### src/rtl/madd_pkg.sv
package madd_pkg;

    localparam int OP_W       = 16;
    localparam int PROD_W     = 2 * OP_W;
    localparam int SUM_W      = PROD_W + 1;
    localparam int PIPE_DEPTH = 3;

    typedef logic [OP_W-1:0]   op_t;
    typedef logic [PROD_W-1:0] prod_t;
    typedef logic [SUM_W-1:0]  sum_t;

    // contents of the segment-one register bank
    typedef struct packed {
        logic vld;
        op_t  a;
        op_t  b;
    } seg1_t;

    // contents of the segment-two register bank
    typedef struct packed {
        logic  vld;
        prod_t prod;
        op_t   c;
    } seg2_t;

    // contents of the result register
    typedef struct packed {
        logic vld;
        sum_t sum;
    } seg3_t;

    function automatic prod_t mul_u(input op_t x, input op_t y);
        return prod_t'(x) * prod_t'(y);
    endfunction

    function automatic sum_t add_u(input prod_t p, input op_t c);
        return sum_t'(p) + sum_t'(c);
    endfunction

endpackage

### src/rtl/madd_seg_load.sv
module madd_seg_load
    import madd_pkg::*;
(
    input  logic  clk,
    input  logic  rst,
    input  logic  vld_i,
    input  op_t   a_i,
    input  op_t   b_i,
    output seg1_t q_o
);
    seg1_t q;

    always_ff @(posedge clk) begin
        if (rst) q.vld <= 1'b0;
        else     q.vld <= vld_i;
    end

    // operand bank: no reset, loads only for a qualified item
    always_ff @(posedge clk) begin
        if (vld_i && !rst) begin
            q.a <= a_i;
            q.b <= b_i;
        end
    end

    assign q_o = q;
endmodule

### src/rtl/madd_seg_mul.sv
module madd_seg_mul
    import madd_pkg::*;
(
    input  logic  clk,
    input  logic  rst,
    input  seg1_t d_i,
    input  op_t   c_i,
    output seg2_t q_o
);
    seg2_t q;
    prod_t prod_c;

    assign prod_c = mul_u(d_i.a, d_i.b);

    always_ff @(posedge clk) begin
        if (rst) q.vld <= 1'b0;
        else     q.vld <= d_i.vld;
    end

    // C is sampled here, one edge after its A and B
    always_ff @(posedge clk) begin
        if (d_i.vld && !rst) begin
            q.prod <= prod_c;
            q.c    <= c_i;
        end
    end

    assign q_o = q;
endmodule

### src/rtl/madd_seg_add.sv
module madd_seg_add
    import madd_pkg::*;
(
    input  logic  clk,
    input  logic  rst,
    input  seg2_t d_i,
    output seg3_t q_o
);
    seg3_t q;
    sum_t  sum_c;

    assign sum_c = add_u(d_i.prod, d_i.c);

    always_ff @(posedge clk) begin
        if (rst) q.vld <= 1'b0;
        else     q.vld <= d_i.vld;
    end

    // result holds between flagged items
    always_ff @(posedge clk) begin
        if (d_i.vld && !rst) q.sum <= sum_c;
    end

    assign q_o = q;
endmodule

### src/rtl/madd_pipe.sv
module madd_pipe
    import madd_pkg::*;
(
    input  logic                   clk,
    input  logic                   rst,
    input  logic                   in_vld,
    input  logic [OP_W-1:0]        op_a,
    input  logic [OP_W-1:0]        op_b,
    input  logic [OP_W-1:0]        op_c,
    output logic                   out_vld,
    output logic [SUM_W-1:0]       result
);
    seg1_t s1;
    seg2_t s2;
    seg3_t s3;

    madd_seg_load u_load (
        .clk   (clk),
        .rst   (rst),
        .vld_i (in_vld),
        .a_i   (op_a),
        .b_i   (op_b),
        .q_o   (s1)
    );

    madd_seg_mul u_mul (
        .clk (clk),
        .rst (rst),
        .d_i (s1),
        .c_i (op_c),
        .q_o (s2)
    );

    madd_seg_add u_add (
        .clk (clk),
        .rst (rst),
        .d_i (s2),
        .q_o (s3)
    );

    assign out_vld = s3.vld;
    assign result  = s3.sum;
endmodule

### config.mk
export PLATFORM = sky130hd
export DESIGN_NAME = madd_pipe
export DESIGN_NICKNAME = d
export VERILOG_FILES = /design/src/rtl/madd_pkg.sv /design/src/rtl/madd_seg_load.sv /design/src/rtl/madd_seg_mul.sv /design/src/rtl/madd_seg_add.sv /design/src/rtl/madd_pipe.sv
export SDC_FILE = /design/constraint.sdc
export NUM_CORES = 1
export LEC_CHECK = 0
export BUFFER_PORTS_ARGS = -buffer_cell sky130_fd_sc_hd__buf_2
export CORE_ASPECT_RATIO = 2
export CORE_UTILIZATION = 50
export CTS_CLUSTER_SIZE = 8
export DETAILED_ROUTE_END_ITERATION = 12
export PLACE_DENSITY = 0.74
export SLEW_MARGIN = 10
export SYNTH_ARGS = -nofsm -noshare
export SYNTH_HDL_FRONTEND = slang
export SYNTH_HIERARCHICAL = 1
export SYNTH_SLANG_ARGS = --single-unit
### constraint.sdc
create_clock -name clk -period 6.5 [get_ports clk]
set_input_delay 0 -clock clk [delete_from_list [all_inputs] [get_ports clk]]
set_output_delay 0 -clock clk [all_outputs]
set_load 0.05 [all_outputs]
==> flow_summary.ini <==
[outcome]
outcome = finished clean

[route]
drc = 0
vias = 9781
ant_nets = 0
routed_wl_um = 32300
wl_per_cell_um = 17.7
avgViaCountPerCell = 5.37
drtPass1Iterations = 7
drt_iter0_drc = 503

[global_routing]
grt_max_degree = 49
grt_overflow_total = 0
antenna_found_initial = 0
first_global_vias = 10400
grt_usage_pct = 24.1
grt_pass1_wl_um = 50400

[cells_and_area]
layout_commonest_cell = inv_1
fin_cells = 1820
final_nets = 1829
syn2layout_area_growth_pct = 18.1
nFillCells = 2202
drive_gt1_share_pct = 14.8
final_cell_mix = 229 x inv_1, 195 x fa_1, 159 x nand2_1, 124 x and2_1, 120 x ha_1
diodes = 0
fin_util_pct = 60.1

[placed_design]
dp_cells = 1684
pre_cts_ws_ps = 46.1
place.gp.congestion = 0.920
hpwl_um = 25000
io_buffer_count = 84

[clock_tree]
worst_skew_pair.late_latency_ps = 450
clockBufferDepth = 2
clkSinkCount = 116
cts.clk_slew.worst_paths_ps = 60
cts_tree = done
cts_buffers = 17
cts-root-buf = clkbuf_16
ctsHtreeMaxLevel = 4

[sta]
hold_violations = 0
fin_tns_setup_ps = 0
fmaxAchievable_mhz = 158
worst_pin_slew_ps = 903
rsz0062_at_grt = false
min_period_over_period_pct = 97.2
finalClockSkew_ps = 17.7
period_needed_ps = 6320
drv_slew = 0
relSlewSlack_pct = 39.6
setup_viol = 0
worst_slack_ps = 182

[setup_path]
worst_setup_path_end_kind = flip-flop
critical_path_required_ps = 6670
critPathArrivalTime_ps = 6490
crit_fanout = 6
cp-start-kind = flip-flop
crit_type = reg -> reg

[floorplan]
dieHeight_um = 233
ioPinCount = 85
coreArea_um2 = 26300
fp-row-count = 84
die_area_um2 = 27500
die_w_um = 118
initial_core_util_pct = 50.9

[synth]
synth_warnings = 6
synth_area_leaders = fa_1 29%, edfxtp_1 25%, ha_1 11%
syn_avg_cell_area_um2 = 10.5
yosysTopAreaCell = fa_1
syn_nets = 1643
synth_cell_types = 67
syn_area_um2 = 13400
ys.flop_type = edfxtp_1
async_flop_share_pct = 0
ys_seq_area_share_pct = 25.8
syn_inst = 1277
synth_enable_flop_cells = 113
synth_top_area_share_pct = 29.2
synth-seq-cells = 116

[flow_run]
cap_violations = 0

[hold_path]
hold_path.class = in -> reg
-- sequential cells by signal, summed over array words and instances, names as in the netlist --
name,flops
u_mul/q_o,49
u_add/q_o,34
u_load/q_o,33
-- area by class of cell --
cell class	instances	area [um2]	share of cell area, %
multi-input cells	889	8900	56.4
flip-flops and latches	116	3450	21.9
repair buffers	209	1530	9.71
inverters	230	863	5.46
well taps	344	430	2.72
clock buffers	18	429	2.72
clock inverters	14	185	1.17
-- critical path, stage by stage, from the launching register on --
cell and delay, ps:
edfxtp_1 420, buf_4 180, buf_4 150, and2_1 170, fa_1 480, inv_1 50, fa_1 410, fa_1 550
inv_1 50, fa_1 500, fa_1 500, inv_1 50, fa_1 480, inv_1 40, ha_1 360, a21o_1 240
nand3_1 110, a21boi_1 80, nor4_2 340, buf_4 200, o311ai_2 160, a2111oi_1 420, nor3_1 90
-- routing by layer --
layer / track usage (%) / vias to the layer above / wire (um) / part of all wire [%]
met5: 0 / - / 0 / 0
met4: 17.1 / 0 / 2040 / 6.3
met3: 3.61 / 116 / 1150 / 3.5
met2: 46.7 / 349 / 18600 / 58
met1: 22.7 / 4838 / 10500 / 33
li1: - / 4478 / - / -
-- per-stage QoR --
| stage | area [um2] | hold slack, ps |
|---|---|---|
| after CTS | 15400 | 232 |
| final | 15800 | 255 |
| after global placement | 14200 | 177 |
| after detailed placement | 14200 | 178 |
| after global routing | 15800 | 245 |
| after floorplan | 13400 | 71.6 |
-- worst paths after layout --
kind | to | from | cells past startpoint | slack [ps]
setup reg to reg | u_mul/q_o[47]$_DFFE_PP_ | u_load/q_o[23]$_DFFE_PP_ | 22 | 180
hold / removal | u_load/q_o[22]$_DFFE_PP_ | op_a[6] | 2 | 260
setup / recovery | u_mul/q_o[47]$_DFFE_PP_ | u_load/q_o[23]$_DFFE_PP_ | 22 | 180
hold reg to reg | u_add/q_o[33]$_SDFF_PP0_ | u_mul/q_o[48]$_SDFF_PP0_ | 1 | 470
-- Yosys cell counts (6+ instances only) --
library cell and count:
a211oi_1 8, o21bai_1 9, a21oi_2 6, a21o_1 20, buf_2 6, edfxtp_1 113, clkbuf_1 34, nand2_1 159
a21oi_1 32, xor2_1 14, and2_1 124, xnor2_1 43, ha_1 120, nor2b_1 10, nor3_1 12, nand4_1 10
o21ai_1 6, fa_1 195, o21ai_0 13, inv_1 229, nand3_1 22, nor2_1 17
-- cell families (layout without fill, tap and decap cells) --
family                   count (synthesis)  count (layout)  share of synthesized area, %
AND/OR/NAND/NOR                        382             382                          14.6
adder cells (fa/ha/maj)                315             315                          40.4
buffers and inverters                  272             471                          7.80
AO/OA/AOI/OAI                          135             135                          7.66
flip-flops                             116             116                          25.8
XOR/XNOR                                57              57                          3.73
-- timing repair --
| action | 4_1_cts | 5_1_grt |
|---|---|---|
| hold buffers | 51 | 0 |
| gates resized for setup | 0 | 1 |
| setup endpoints to repair | 1 | 5 |
| endpoints found under the hold margin | 51 | 0 |
| setup buffers | 4 | 49 |
Power is left out: the tool's default activity adds up to more than one toggle a clock period on the data nets, which glitch-free logic cannot reach.
